File: config.mk
export PLATFORM = sky130hd
export DESIGN_NAME = exc_frame_seq
export DESIGN_NICKNAME = d
export VERILOG_FILES = /design/src/rtl/exc_frame_pkg.sv /design/src/rtl/exc_frame_plan.sv /design/src/rtl/exc_frame_status.sv /design/src/rtl/exc_frame_seq.sv
export SDC_FILE = /design/constraint.sdc
export NUM_CORES = 1
export LEC_CHECK = 0
export ABC_AREA = 1
export BUFFER_PORTS_ARGS = -buffer_cell sky130_fd_sc_hd__buf_4
export CORE_ASPECT_RATIO = 0.9
export CORE_MARGIN = 2
export CORE_UTILIZATION = 30
export CTS_CLUSTER_DIAMETER = 50
export CTS_CLUSTER_SIZE = 20
export DETAILED_ROUTE_END_ITERATION = 10
export GPL_ROUTABILITY_DRIVEN = 0
export SYNTH_ARGS = -nofsm -noshare
export SYNTH_HDL_FRONTEND = slang
export SYNTH_SLANG_ARGS = --single-unit
File: constraint.sdc
create_clock -name clk -period 12.2 [get_ports clk]
set_input_delay 1.22 -clock clk [delete_from_list [all_inputs] [get_ports clk]]
set_output_delay 1.22 -clock clk [all_outputs]
set_load 0.01 [all_outputs]
File: src/rtl/exc_frame_pkg.sv
// Package: shared constants and types for the exception frame sequencer.
// Assumes a 16-bit status word and big-endian 32-bit longword accesses.
package exc_frame_pkg;

    localparam int SR_W       = 16;
    localparam int DATA_W     = 32;
    localparam int FMT_W      = 4;
    localparam int VEC_W      = 8;
    localparam int IPL_W      = 3;
    localparam int BE_W       = DATA_W / 8;
    localparam int SKIP_W     = 6;

    // status word bit positions
    localparam int SR_T_BIT   = 15;
    localparam int SR_S_BIT   = 13;
    localparam int SR_M_BIT   = 12;
    localparam int SR_IPL_LO  = 8;

    // push slots, highest address first
    localparam int N_SLOTS    = 5;
    localparam int SLOT_W     = 3;
    localparam logic [SLOT_W-1:0] SLOT_XPC  = 3'd0;
    localparam logic [SLOT_W-1:0] SLOT_XADR = 3'd1;
    localparam logic [SLOT_W-1:0] SLOT_FV   = 3'd2;
    localparam logic [SLOT_W-1:0] SLOT_RPC  = 3'd3;
    localparam logic [SLOT_W-1:0] SLOT_SR   = 3'd4;

    // pop slots, lowest address first
    localparam logic [SLOT_W-1:0] POP_SR    = 3'd0;
    localparam logic [SLOT_W-1:0] POP_PC    = 3'd1;
    localparam logic [SLOT_W-1:0] POP_FV    = 3'd2;

    localparam logic [BE_W-1:0] BE_WORD = 4'b0011;
    localparam logic [BE_W-1:0] BE_LONG = 4'b1111;

    typedef enum logic [2:0] {
        ST_IDLE,
        ST_PUSH,
        ST_VFETCH,
        ST_POP,
        ST_DONE
    } seq_state_e;

endpackage

File: src/rtl/exc_frame_plan.sv
// Frame planner: turns a format code into the set of slots that are pushed
// and the number of trailing bytes skipped on return. Purely combinational.
// Assumes formats other than 1, 2, 3, 4 and 7 carry no extra data.
module exc_frame_plan
    import exc_frame_pkg::*;
(
    input  logic [FMT_W-1:0]   fmt,
    output logic [N_SLOTS-1:0] push_mask,
    output logic [SKIP_W-1:0]  pop_skip,
    output logic               is_chain
);

    // slot selection for pushes
    always_comb begin
        push_mask            = '0;
        push_mask[SLOT_XPC]  = (fmt == 4'd4);
        push_mask[SLOT_XADR] = (fmt == 4'd2) || (fmt == 4'd3) || (fmt == 4'd4);
        push_mask[SLOT_FV]   = 1'b1;
        push_mask[SLOT_RPC]  = 1'b1;
        push_mask[SLOT_SR]   = 1'b1;
    end

    // bytes discarded after the format/vector word on return
    always_comb begin
        case (fmt)
            4'd2, 4'd3: pop_skip = SKIP_W'(4);
            4'd4:       pop_skip = SKIP_W'(8);
            4'd7:       pop_skip = SKIP_W'(52);
            default:    pop_skip = '0;
        endcase
    end

    assign is_chain = (fmt == 4'd1);

endmodule

File: src/rtl/exc_frame_status.sv
// Status builder: derives the entry status from the interrupted status.
// Sets supervisor, clears trace, loads the level for hardware interrupts
// and flags the two-frame master-stack case.
module exc_frame_status
    import exc_frame_pkg::*;
(
    input  logic [SR_W-1:0]  old_sr,
    input  logic             hw_irq,
    input  logic [IPL_W-1:0] level,
    output logic [SR_W-1:0]  entry_sr,
    output logic [SR_W-1:0]  final_sr,
    output logic             master_path
);

    // new status as written into a second frame
    always_comb begin
        entry_sr           = old_sr;
        entry_sr[SR_S_BIT] = 1'b1;
        entry_sr[SR_T_BIT] = 1'b0;
        if (hw_irq) begin
            entry_sr[SR_IPL_LO +: IPL_W] = level;
        end
    end

    // master bit drop for the two-frame case
    always_comb begin
        master_path = hw_irq && old_sr[SR_M_BIT];
        final_sr    = entry_sr;
        if (master_path) begin
            final_sr[SR_M_BIT] = 1'b0;
        end
    end

endmodule

File: src/rtl/exc_frame_seq.sv
// Exception frame sequencer (top). Pushes an exception frame, fetches the
// handler vector, or pops one or two frames on return. One memory access per
// handshake; the request is driven from state and so stays stable until
// mem_ready. Assumes mem_rdata is valid in the cycle mem_ready is high.
module exc_frame_seq
    import exc_frame_pkg::*;
#(
    parameter int ADDR_W       = 32,
    parameter bit UNALIGNED_OK = 1'b0
) (
    input  logic              clk,
    input  logic              rst_n,
    input  logic              entry_req,
    input  logic              ret_req,
    input  logic [15:0]       old_sr_in,
    input  logic [ADDR_W-1:0] ret_pc_in,
    input  logic [ADDR_W-1:0] fault_addr_in,
    input  logic [7:0]        vec_in,
    input  logic [3:0]        fmt_in,
    input  logic              hw_irq_in,
    input  logic [2:0]        irq_level_in,
    input  logic [ADDR_W-1:0] sp_in,
    input  logic [ADDR_W-1:0] isp_in,
    input  logic [ADDR_W-1:0] vbr_in,
    output logic              mem_valid,
    output logic              mem_write,
    output logic [3:0]        mem_be,
    output logic [ADDR_W-1:0] mem_addr,
    output logic [31:0]       mem_wdata,
    input  logic [31:0]       mem_rdata,
    input  logic              mem_ready,
    output logic              busy,
    output logic              done,
    output logic [ADDR_W-1:0] pc_out,
    output logic [15:0]       sr_out,
    output logic [ADDR_W-1:0] sp_out,
    output logic [ADDR_W-1:0] sp_prev_out
);

    localparam logic [ADDR_W-1:0] BYTES_W = ADDR_W'(2);
    localparam logic [ADDR_W-1:0] BYTES_L = ADDR_W'(4);

    seq_state_e        state;
    logic [SLOT_W-1:0] slot;
    logic              second;
    logic              master_r;
    logic [SR_W-1:0]   frm_sr;
    logic [SR_W-1:0]   entry_sr_r;
    logic [SR_W-1:0]   final_sr_r;
    logic [ADDR_W-1:0] retpc_r;
    logic [ADDR_W-1:0] faddr_r;
    logic [VEC_W-1:0]  vec_r;
    logic [FMT_W-1:0]  fmt_r;
    logic [ADDR_W-1:0] isp_r;
    logic [ADDR_W-1:0] vbr_r;
    logic [ADDR_W-1:0] sp_w;
    logic [ADDR_W-1:0] sp_first;
    logic [SR_W-1:0]   pop_sr;
    logic [ADDR_W-1:0] pop_pc;

    logic [N_SLOTS-1:0] push_mask;
    logic [SKIP_W-1:0]  push_skip_unused;
    logic               push_chain_unused;
    logic [N_SLOTS-1:0] pop_mask_unused;
    logic [SKIP_W-1:0]  pop_skip;
    logic               pop_chain;

    logic [SR_W-1:0]    st_entry_sr;
    logic [SR_W-1:0]    st_final_sr;
    logic               st_master;

    logic [ADDR_W-1:0]  sp_in_al;
    logic [ADDR_W-1:0]  isp_al;
    logic               acc_long;
    logic [ADDR_W-1:0]  acc_bytes;
    logic               fire;
    logic [ADDR_W-1:0]  pop_end_sp;

    // planner for the frame being pushed
    exc_frame_plan u_plan_push (
        .fmt       (fmt_r),
        .push_mask (push_mask),
        .pop_skip  (push_skip_unused),
        .is_chain  (push_chain_unused)
    );

    // planner fed straight from the format/vector word being read
    exc_frame_plan u_plan_pop (
        .fmt       (mem_rdata[15:12]),
        .push_mask (pop_mask_unused),
        .pop_skip  (pop_skip),
        .is_chain  (pop_chain)
    );

    // entry status derived from the request operands
    exc_frame_status u_status (
        .old_sr      (old_sr_in),
        .hw_irq      (hw_irq_in),
        .level       (irq_level_in),
        .entry_sr    (st_entry_sr),
        .final_sr    (st_final_sr),
        .master_path (st_master)
    );

    // stack alignment variant chosen by parameter
    generate
        if (UNALIGNED_OK) begin : g_any_align
            assign sp_in_al = sp_in;
            assign isp_al   = isp_r;
        end else begin : g_even_align
            assign sp_in_al = {sp_in[ADDR_W-1:1], 1'b0};
            assign isp_al   = {isp_r[ADDR_W-1:1], 1'b0};
        end
    endgenerate

    // access size for the current step
    always_comb begin
        case (state)
            ST_PUSH:   acc_long = (slot != SLOT_FV) && (slot != SLOT_SR);
            ST_POP:    acc_long = (slot == POP_PC);
            ST_VFETCH: acc_long = 1'b1;
            default:   acc_long = 1'b0;
        endcase
    end
    assign acc_bytes = acc_long ? BYTES_L : BYTES_W;

    // memory request, driven from state so it holds until accepted
    always_comb begin
        mem_valid = 1'b0;
        mem_write = 1'b0;
        mem_addr  = '0;
        mem_wdata = '0;
        case (state)
            ST_PUSH: begin
                mem_valid = push_mask[slot];
                mem_write = 1'b1;
                mem_addr  = sp_w - acc_bytes;
                case (slot)
                    SLOT_XPC, SLOT_RPC: mem_wdata = DATA_W'(retpc_r);
                    SLOT_XADR:          mem_wdata = DATA_W'(faddr_r);
                    SLOT_FV:            mem_wdata = {16'h0000, fmt_r, 2'b00, vec_r, 2'b00};
                    default:            mem_wdata = {16'h0000, frm_sr};
                endcase
            end
            ST_VFETCH: begin
                mem_valid = 1'b1;
                mem_addr  = vbr_r + ADDR_W'({vec_r, 2'b00});
            end
            ST_POP: begin
                mem_valid = 1'b1;
                mem_addr  = sp_w;
            end
            default: ;
        endcase
        mem_be = mem_valid ? (acc_long ? BE_LONG : BE_WORD) : '0;
    end

    assign fire       = mem_valid && mem_ready;
    assign pop_end_sp = sp_w + BYTES_W + ADDR_W'(pop_skip);
    assign busy       = (state == ST_PUSH) || (state == ST_VFETCH) || (state == ST_POP);
    assign done       = (state == ST_DONE);

    // sequencer state, working registers and result registers
    always_ff @(posedge clk) begin
        if (!rst_n) begin
            state       <= ST_IDLE;
            slot        <= '0;
            second      <= 1'b0;
            master_r    <= 1'b0;
            frm_sr      <= '0;
            entry_sr_r  <= '0;
            final_sr_r  <= '0;
            retpc_r     <= '0;
            faddr_r     <= '0;
            vec_r       <= '0;
            fmt_r       <= '0;
            isp_r       <= '0;
            vbr_r       <= '0;
            sp_w        <= '0;
            sp_first    <= '0;
            pop_sr      <= '0;
            pop_pc      <= '0;
            pc_out      <= '0;
            sr_out      <= '0;
            sp_out      <= '0;
            sp_prev_out <= '0;
        end else begin
            case (state)
                ST_IDLE: begin
                    slot   <= '0;
                    second <= 1'b0;
                    if (entry_req) begin
                        master_r   <= st_master;
                        frm_sr     <= old_sr_in;
                        entry_sr_r <= st_entry_sr;
                        final_sr_r <= st_final_sr;
                        retpc_r    <= ret_pc_in;
                        faddr_r    <= fault_addr_in;
                        vec_r      <= vec_in;
                        fmt_r      <= st_master ? '0 : fmt_in;
                        isp_r      <= isp_in;
                        vbr_r      <= vbr_in;
                        sp_w       <= sp_in_al;
                        state      <= ST_PUSH;
                    end else if (ret_req) begin
                        sp_w  <= sp_in;
                        state <= ST_POP;
                    end
                end
                ST_PUSH: begin
                    if (!push_mask[slot]) begin
                        slot <= slot + 1'b1;
                    end else if (fire) begin
                        if (slot != SLOT_SR) begin
                            sp_w <= sp_w - acc_bytes;
                            slot <= slot + 1'b1;
                        end else if (master_r && !second) begin
                            second   <= 1'b1;
                            sp_first <= sp_w - acc_bytes;
                            sp_w     <= isp_al;
                            fmt_r    <= 4'd1;
                            frm_sr   <= entry_sr_r;
                            slot     <= '0;
                        end else begin
                            sp_w  <= sp_w - acc_bytes;
                            state <= ST_VFETCH;
                        end
                    end
                end
                ST_VFETCH: begin
                    if (fire) begin
                        pc_out      <= ADDR_W'(mem_rdata);
                        sr_out      <= final_sr_r;
                        sp_out      <= sp_w;
                        sp_prev_out <= second ? sp_first : sp_w;
                        state       <= ST_DONE;
                    end
                end
                ST_POP: begin
                    if (fire) begin
                        case (slot)
                            POP_SR: begin
                                pop_sr <= mem_rdata[SR_W-1:0];
                                sp_w   <= sp_w + BYTES_W;
                                slot   <= POP_PC;
                            end
                            POP_PC: begin
                                pop_pc <= ADDR_W'(mem_rdata);
                                sp_w   <= sp_w + BYTES_L;
                                slot   <= POP_FV;
                            end
                            default: begin
                                if (pop_chain) begin
                                    sp_w <= sp_w + BYTES_W;
                                    slot <= POP_SR;
                                end else begin
                                    sp_w        <= pop_end_sp;
                                    pc_out      <= pop_pc;
                                    sr_out      <= pop_sr;
                                    sp_out      <= pop_end_sp;
                                    sp_prev_out <= pop_end_sp;
                                    state       <= ST_DONE;
                                end
                            end
                        endcase
                    end
                end
                default: begin
                    state <= ST_IDLE;
                end
            endcase
        end
    end

endmodule

# --- Yosys cells after proc, flatten, opt, wreduce, memory -nomap -nowiden ---
# Index checks and enable logic that the tools add are counted.
word_totals:
  ff_bits: 418
  inputBits: 229
  out_inout_bits: 184
  wordCells: 167
op_classes:
  n_addsub: 6
  magnitude_cmp: 1
  n_eq_ne: 31
  n_mux: 79
  bitwise_logic: 1
  reduce_logical: 28
op_table:
  columns: ["operator", "n"]
  rows:
  - ["$mux W32", 19]
  - ["$pmux W32 S3", 3]
  - ["$pmux W32 S2", 4]
  - ["$mux W16", 9]
  - ["$pmux W16 S2", 2]
  - ["$mux W3", 18]
  - ["$add A32 B10 Y32", 1]
  - ["$add A32 B2 Y32 const B", 1]
  - ["$add A32 B3 Y32 const B", 1]
  - ["$add A32 B6 Y32", 1]
  - ["$mux W4", 8]
  - ["$sub A32 B3 Y32", 1]
  - ["$reduce_and A5 Y1", 5]
  - ["$ne A2 B2 Y1 const B", 9]
  - ["$pmux W6 S3", 1]
  - ["$eq A4 B2 Y1 const B", 4]
  - ["$eq A3 B2 Y1 const B", 4]
  - ["$eq A4 B3 Y1 const B", 3]
  - ["$pmux W3 S4", 1]
  - ["$ne A3 B3 Y1 const B", 3]
  - ["$pmux W3 S3", 1]
  - ["$reduce_and A9 Y1", 1]
  - ["$ne A4 B3 Y1 const B", 2]
  - ["$pmux W4 S2", 1]
  - ["other kinds (23)", 43]

# --- Longest topological paths before layout ---
# Gate-level depths: netlist of the first run.
depth:
  word_depth: 10
  depth_mapped: 24
  depth_no_buf: 24

# --- By module ---
# A second synthesis of the first run with hierarchy kept.
unflattened:
  hier_cells: 3552
  hier_area_um2: 23415.0
modules_own_cells:
  columns: ["module", "n_inst", "cells_each", "area_each_um2", "seq_area_each_um2"]
  rows:
  - ["exc_frame_seq", 1, 3460, 22907.0, 8388.0]
  - ["exc_frame_status", 1, 44, 270.3, 0.0]
  - ["exc_frame_plan", 2, 24, 118.9, 0.0]

# --- Worst setup path after synthesis of the first run ---
# No wires, ideal clock.
synth_path:
  path_kind: "reg-to-output"
  from: "register slot[1]"
  to: "output port mem_addr[27]"
  arrival_ps: 3594
  required_ps: 10980
  path_slack_ps: 7386
  path_stages_with_launch: 20
  n_path_buf: 0
  cell_sequence: "dfxtp_1 inv_1 ha_1 inv_1 nor2_1 clkinv_1 nor2_1 a211oi_1 ha_1 inv_1 fa_1 nor2_1 nand4_1 nor2_1 nand2_1 nor2_1 nand4_1 nor2_1 xor2_1 o221ai_1"
synth_via:
  elab_chain_cells: 6
  word_cells_on_any_way: 8
  cone_classes: "add/sub (1); eq/ne (3); mux (3); reduce/logical (1)"
synth_lines:
  columns: ["element", "line_no", "rtl"]
  rows:
  - ["start: declaration", "exc_frame_seq.sv:44", "logic [SLOT_W-1:0] slot;"]
  - ["start signal: assignment", "exc_frame_seq.sv:212", "slot <= slot + 1'b1;"]
  - ["start signal: assignment", "exc_frame_seq.sv:216", "slot <= slot + 1'b1;"]
  - ["$ne A3 B2 Y1 or $ne A3 B3 Y1 (tied branches)", "exc_frame_seq.sv:119", "ST_PUSH: acc_long = (slot != SLOT_FV) && (slot != SLOT_SR);"]
  - ["$logic_and A1 B1 Y1", "exc_frame_seq.sv:119", null]
  - ["$pmux W1 S3 *", "exc_frame_seq.sv:118", "case (state)"]
  - ["$mux W3 *", "exc_frame_seq.sv:125", "assign acc_bytes = acc_long ? BYTES_L : BYTES_W;"]
  - ["$sub A32 B3 Y32 *", "exc_frame_seq.sv:137", "mem_addr = sp_w - acc_bytes;"]
  - ["$pmux W32 S3 *", "exc_frame_seq.sv:133", "case (state)"]
  - ["end: declaration", "exc_frame_seq.sv:28", "output logic [ADDR_W-1:0] mem_addr,"]
# Mark *: on every way between the ends. The rest lies on a longest branch, timed or not.

# --- Worst setup path after layout of the first run ---
layout_path:
  from: "register state[0]"
  to: "output port mem_addr[31]"
layout_via:
  elab_chain_cells: 5
  word_cells_on_any_way: 7
  cone_classes: "add/sub (1); eq/ne (3); mux (3)"
layout_lines:
  columns: ["element", "line_no", "rtl"]
  rows:
  - ["start: declaration", "exc_frame_seq.sv:43", "seq_state_e state;"]
  - ["start signal: assignment", "exc_frame_seq.sv:166", "state <= ST_IDLE;"]
  - ["start signal: assignment", "exc_frame_seq.sv:204", "state <= ST_PUSH;"]
  - ["start signal: assignment", "exc_frame_seq.sv:207", "state <= ST_POP;"]
  - ["$eq A3 B2 Y1 or $eq A3 B1 Y1 (tied branches)", "exc_frame_seq.sv:118, exc_frame_seq.sv:133", null]
  - ["$pmux W1 S3", "exc_frame_seq.sv:118", null]
  - ["$mux W3", "exc_frame_seq.sv:125", null]
  - ["$sub A32 B3 Y32", "exc_frame_seq.sv:137", null]
  - ["$pmux W32 S3 *", "exc_frame_seq.sv:133", null]
# Marks and branches as above.

==> results of run 1 <==
[report_power, final]
part / switching [mW] / internal (mW) / total, mW
logic: 2.14 / 0.991 / 3.13
clock network: 0.742 / 0.962 / 1.70
registers: 0.315 / 1.68 / 1.99
total: 3.20 / 3.63 / 6.83
[registers in the layout (all words and copies together) (netlist names), 2 cells and up]
name,cells
faddr_r,32
sp_out,32
sp_prev_out,32
entry_sr_r,2
isp_r,31
retpc_r,32
sp_w,32
pop_sr,16
final_sr_r,14
sp_first,32
sr_out,16
vbr_r,32
vec_r,8
pop_pc,32
slot,3
pc_out,32
fmt_r,4
state,3
frm_sr,16
[worst max-delay path by stage]
stage	start	endpoint	slack [ns]
floorplan	slot[1]	mem_addr[27]	7.39
global placement	state[0]	mem_addr[31]	4.21
finish	state[0]	mem_addr[31]	3.41
global route	state[0]	mem_addr[31]	2.98
detailed placement	state[0]	mem_addr[31]	4.19
CTS	state[0]	mem_addr[31]	3.49
[layer usage]
layer,routed length (µm),vias up
met3,9170,146
met2,38300,1096
met5,0,-
met1,42800,11000
li1,-,11700
met4,2510,0
[layout make-up]
| cell class | instances | share of cell area, % |
|---|---|---|
| flip-flops and latches | 403 | 29.5 |
| clock inverters | 44 | 1.99 |
| repair buffers | 440 | 12.2 |
| well taps | 950 | 4.35 |
| inverters | 257 | 3.55 |
| clock buffers | 61 | 5.27 |
| multi-input cells | 2383 | 43.2 |
[per-stage QoR]
step                hold slack, ns  std cells
detailed placement           0.446       4433
finish                       0.451       4538
floorplan                    0.430       3273
global route                 0.476       4538
CTS                          0.456       4538
global placement             0.440       4433
[cells by family (layout without fill, tap and decap cells)]
logic type	count (synthesis)	in the layout
buf+inv	487	802
xor+xnor	48	48
fa+ha+maj	26	26
compound gates	1035	1035
simple gates	1274	1274
flops	403	403
[cells in the mapped netlist, types with 3 or more instances]
master	count
a211oi_1	11
a21oi_1	292
a221oi_1	3
a22oi_1	19
a31oi_1	100
a41oi_1	6
buf_2	28
buf_4	6
buf_6	8
clkbuf_1	187
clkinv_1	7
dfxtp_1	403
fa_1	3
ha_1	23
inv_1	242
inv_2	8
nand2_1	587
nand2_2	7
nand3_1	124
nand4_1	20
nor2_1	451
nor2_2	10
nor2_4	7
nor3_1	40
nor4_1	6
o2111ai_1	15
o211ai_1	34
o21a_1	4
o21ai_0	369
o21ai_1	85
o21bai_1	9
o221ai_1	27
o22ai_1	52
or2_1	3
or2_2	11
xor2_1	46
[placed cells by master (no fill, tap or decap), types with 8 or more instances in the layout]
master and count:
o21ai_0 369, nand3_1 124, o2111ai_1 15, a21oi_1 292, nand2_1 587, xor2_1 46, o211ai_1 34, nor3_1 40
buf_4 438, nor2_2 13, clkinv_4 8, ha_1 23, a211oi_1 11, a31oi_1 100, dfxtp_1 403, or2_2 11
o21bai_1 9, clkinv_8 9, nand4_1 20, nor2_1 446, o21ai_1 85, clkbuf_16 56, o221ai_1 27, a22oi_1 19
inv_1 241, o22ai_1 52, nor2_4 9
[worst max-delay path: cells and delay by family, from the launching register on]
kind,cells,cell delay [ns]
simple gates,10,2.91
buf+inv,5,2.04
compound gates,2,0.54
fa+ha+maj,1,0.50
xor+xnor,1,0.46
flops,1,0.40
==> results.yml, run 1 <==
synth:
  synthMuxAreaShare_pct: 0
  synth-compound-area-share_pct: 26.6
  synth_nets: 3528
  synth_cells: 3273
  synth-async-reset-ratio_pct: 0
  synthSimpleGateAreaFrac_pct: 23.9
  synth_fa_ha_area_share_pct: 1.60
  synth_top_family_by_area: "compound AO/OA/AOI/OAI gates"
  synth-main-ff-cell: "dfxtp_1"
  synth_top_area_share_pct: 37.0
  synth_seq_cells: 403
  ys_seq_area_share_pct: 37.0
  synthXorXnorAreaFrac_pct: 1.93
  yosysTopAreaCell: "dfxtp_1"
  synth.area.top_cells: "dfxtp_1, nand2_1, o21ai_0, nor2_1, a21oi_1"
  yosysWarnings: 0
  syn_area_um2: 21800
  ys_types: 52
  syn_avg_cell_area_um2: 6.66
  synth_edf_count: 0
setup_path:
  cpPeakStageDelay_ns: 0.89
  worstPathRequired_ns: 10.98
  cp_cell_sequence: "inv_2, nor2_1, inv_1, nor2_4, buf_4, clkinv_2, nor2_1, a211oi_1, fa_1, nor2_1, nand4_1, nor2_1, nand2_1, nor2_1, nand4_1, nor2_1, xor2_1, o221ai_1, buf_4"
  slowest_stage: "clkinv_2"
  path_common_cell: "nor2_1"
  critical_path_class: "register to output pin"
  crit_arrival_ns: 7.57
  r2r_start: "state[0]"
  crit_path_end_kind: "output pin"
  path_max_fanout: 62
  r2r_end: "sp_w[31]"
  worstRegToRegCells: 20
  start_kind: "register"
  ff2ff_setup_slack_ns: 5.13
cts:
  root_buffer: "clkbuf_16"
  post_cts_buffers: 0
  clk_latency_ns: 0.63
  cts_resized: 0
  cts_tree: "done"
  cts_made_buffers: 56
  cts_hold_buf: 0
  clk_path_buf_depth: 3
  clk_pin_slew_worst_paths_ns: 0.06
  cts.sinks: 403
  cts-htree-levels: 2
timing:
  hold_viol: 0
  slew_violations: 0
  setup_ws_ns: 3.41
  worst_slew_margin_rel_pct: 18.8
  fin_worst_skew_ns: 0.0410
  grt_setup_unrepaired: "no"
  tns_ns: 0
  worst_slew_pin_slew_ns: 1.22
  fmax_mhz: 114
  period_minus_slack_ns: 8.79
  period_share_pct: 72.1
  setup_violations: 0
global_routing:
  grt_pass1_vias: 21500
  use_met3_pct: 6.18
  grt_pass1_wl_um: 137000
  antenna_found_initial: 0
  grt_max_degree: 188
  grt_use_met2_pct: 34.1
  busiest_layer: "met1"
  grt_overflow: 0
  use_met1_pct: 34.7
  grt_usage_pct: 23.8
cells_and_area:
  seq_area_um2: 8070
  nFillCells: 7666
  final_nets: 3796
  syn_to_final_growth_pct: 25.4
  multi_input_area_um2: 11800
  post-route-util_pct: 38.1
  drive_above_1_share_pct: 16.6
  post-route-cell-area_um2: 27300
  num_antenna_cells: 0
drt:
  drcViolationCount: 0
  drt_iter0_markers: 2422
  via_per_inst: 5.26
  vias: 23900
  routed_wl_um: 92800
  firstDrtPassIters: 7
  ant_nets: 0
  wl_per_cell_um: 20.5
power:
  p_leak_nw: 11.5
  ir_drop_mv: 0.111
  power_mw: 6.83
  power_density_nw_per_um2: 250
place:
  io_buffers: 411
  hpwl_um: 67400
  dp_worst_setup_slack_ns: 4.19
  placed_cell_area_um2: 25400
floorplanning:
  die_h_um: 260
  dieWidth_um: 288
  dieArea_um2: 74800
  pin_count: 413
  rows: 93
  start_util_pct: 30.4
  core_um2: 71800
worst_hold_path:
  whs_path_depth: 2
  hold_path_startpoint: "faddr_r[4]"
  hold_path.class: "register to register"
  hold-path-endpoint: "faddr_r[4]"
status:
  outcome: "finished clean"
flow_run:
  drv_cap: 0
Note: power is estimated with default switching activity, not from simulation.
==> run 2, diff against run 1 <==
clock period = 8.7 ns   (was 12.2 ns; I/O delays follow)
==> run 2 against run 1 <==
Against the previous run:
- clock-buffer cell count up 3
- highest routed layer unchanged
- largest power group unchanged
- non-clock buffer count unchanged
- die area unchanged
- global-route usage down 0.14 points
- largest cell class unchanged
- setup slack worse by 2.3 ns
- first-iteration DRC count down 7.3%
- combinational power up 41%
==> results.yml, run 2 (same netlist as run 1, synthesis figures left out) <==
status:
  outcome: "finished clean"
cells_and_area:
  syn_to_final_growth_pct: 25.0
  multi_input_area_um2: 11800
  drive_above_1_share_pct: 16.5
  stdcell_count: 4533
  seq_area_um2: 8070
  post-route-cell-area_um2: 27200
  layout_common_cells: "nand2_1, nor2_1, buf_4"
  final_common_cell: "nand2_1"
  final_nets: 3794
  nFillCells: 7697
global_routing:
  grt_pass1_vias: 21400
  grt_max_degree: 196
  antenna_found_initial: 0
  grt_pass1_wl_um: 136000
  grt_overflow: 0
  grt_usage_pct: 23.6
power:
  power_density_nw_per_um2: 348
  power_mw: 9.47
  ir_drop_mv: 0.194
  p_leak_nw: 11.4
place:
  io_buffers: 411
  placed_cell_area_um2: 25400
  placed_cells: 4433
  hpwl_um: 67100
setup_path:
  path_common_cell: "nor2_1"
  critical_path_class: "register to output pin"
  path_max_fanout: 51
  slowest_stage: "clkinv_2"
  worstPathRequired_ns: 7.83
  cpPeakStageDelay_ns: 0.77
  worstSetupStartpoint: "state[0]"
  r2r_start: "state[0]"
  crit_arrival_ns: 6.69
  start_kind: "register"
  crit_path_end_kind: "output pin"
  cp_cell_sequence: "inv_2, nor2_1, inv_1, nor2_4, clkinv_2, nor2_1, a211oi_1, fa_1, nor2_1, nand4_1, nor2_1, nand2_1, nor2_1, nand4_1, nor2_1, xor2_1, o221ai_1, buf_4"
drt:
  routed_wl_um: 92700
  via_per_inst: 5.27
  ant_nets: 0
  vias: 23900
  firstDrtPassIters: 6
  wl_per_cell_um: 20.5
  drt_iter0_markers: 2245
  drcViolationCount: 0
timing:
  period_share_pct: 86.9
  setup_violations: 0
  worst_slew_pin_slew_ns: 1.02
  tns_ns: 0
  hold_viol: 0
  fmax_mhz: 132
  fin_worst_skew_ns: 0.0358
  worst_slew_margin_rel_pct: 31.9
  period_minus_slack_ns: 7.56
  slew_violations: 0
  grt_setup_unrepaired: "no"
  fin_hold_ws_ns: 0.452
cts:
  cts.sinks: 403
  cts_tree: "done"
  cts-htree-levels: 2
  clk_latency_ns: 0.62
  cts_resized: 0
  clk_path_buf_depth: 3
  clk_pin_slew_worst_paths_ns: 0.06
  cts_hold_buf: 0
  post_cts_buffers: 0
  root_buffer: "clkbuf_16"
  cts_made_buffers: 54
floorplanning:
  pin_count: 413
  start_util_pct: 30.4
  core_um2: 71800
  dieWidth_um: 288
  dieArea_um2: 74800
  die_h_um: 260
  rows: 93
flow_run:
  drv_cap: 0
worst_hold_path:
  hold_path_startpoint: "faddr_r[6]"
  hold_path.class: "register to register"
## run 2: metal layers
metal / GRT usage [%] / part of all wire, % / vias to the layer above
li1: - / - / 11600
met1: 34.3 / 46 / 11000
met2: 33.8 / 41 / 1058
met3: 6.29 / 9.8 / 149
met4: 7.08 / 2.9 / 0
met5: 0 / 0 / -
## run 2: area by class of cell
cell class / instances / share of cell area (%)
diodes: 1 / 0.00919
clock buffers: 64 / 5.36
clock inverters: 35 / 1.51
inverters: 257 / 3.56
multi-input cells: 2383 / 43.3
flip-flops and latches: 403 / 29.6
well taps: 950 / 4.36
repair buffers: 440 / 12.2
## run 2: worst max-delay path: cells and delay by family (launching register included)
| family | cells | cell delay, ns |
|---|---|---|
| flip-flops | 1 | 0.41 |
| adder cells (fa/ha/maj) | 1 | 0.50 |
| AO/OA/AOI/OAI | 2 | 0.38 |
| XOR/XNOR | 1 | 0.38 |
| AND/OR/NAND/NOR | 10 | 3.14 |
| buffers and inverters | 4 | 1.27 |
## run 2: worst paths after layout
path	to	slack (ns)	depth (start not counted)
setup reg to reg	sp_w[31]	2.26	19
setup / recovery	mem_addr[31]	1.14	18
hold / removal	faddr_r[6]	0.45	2
hold reg to reg	faddr_r[6]	0.45	2
## run 2: per-stage QoR
stage	setup WS [ns]	utilization [%]
2_1_floorplan	4.24	-
3_5_place_dp	1.79	35.3
6_report	1.14	37.9
3_3_place_gp	1.86	35.3
4_1_cts	1.11	37.9
5_1_grt	0.704	37.9
## run 2: power by group
group,switching [mW],internal (mW)
Sequential,0.435,2.35
Clock,0.981,1.30
Combinational,3.00,1.40
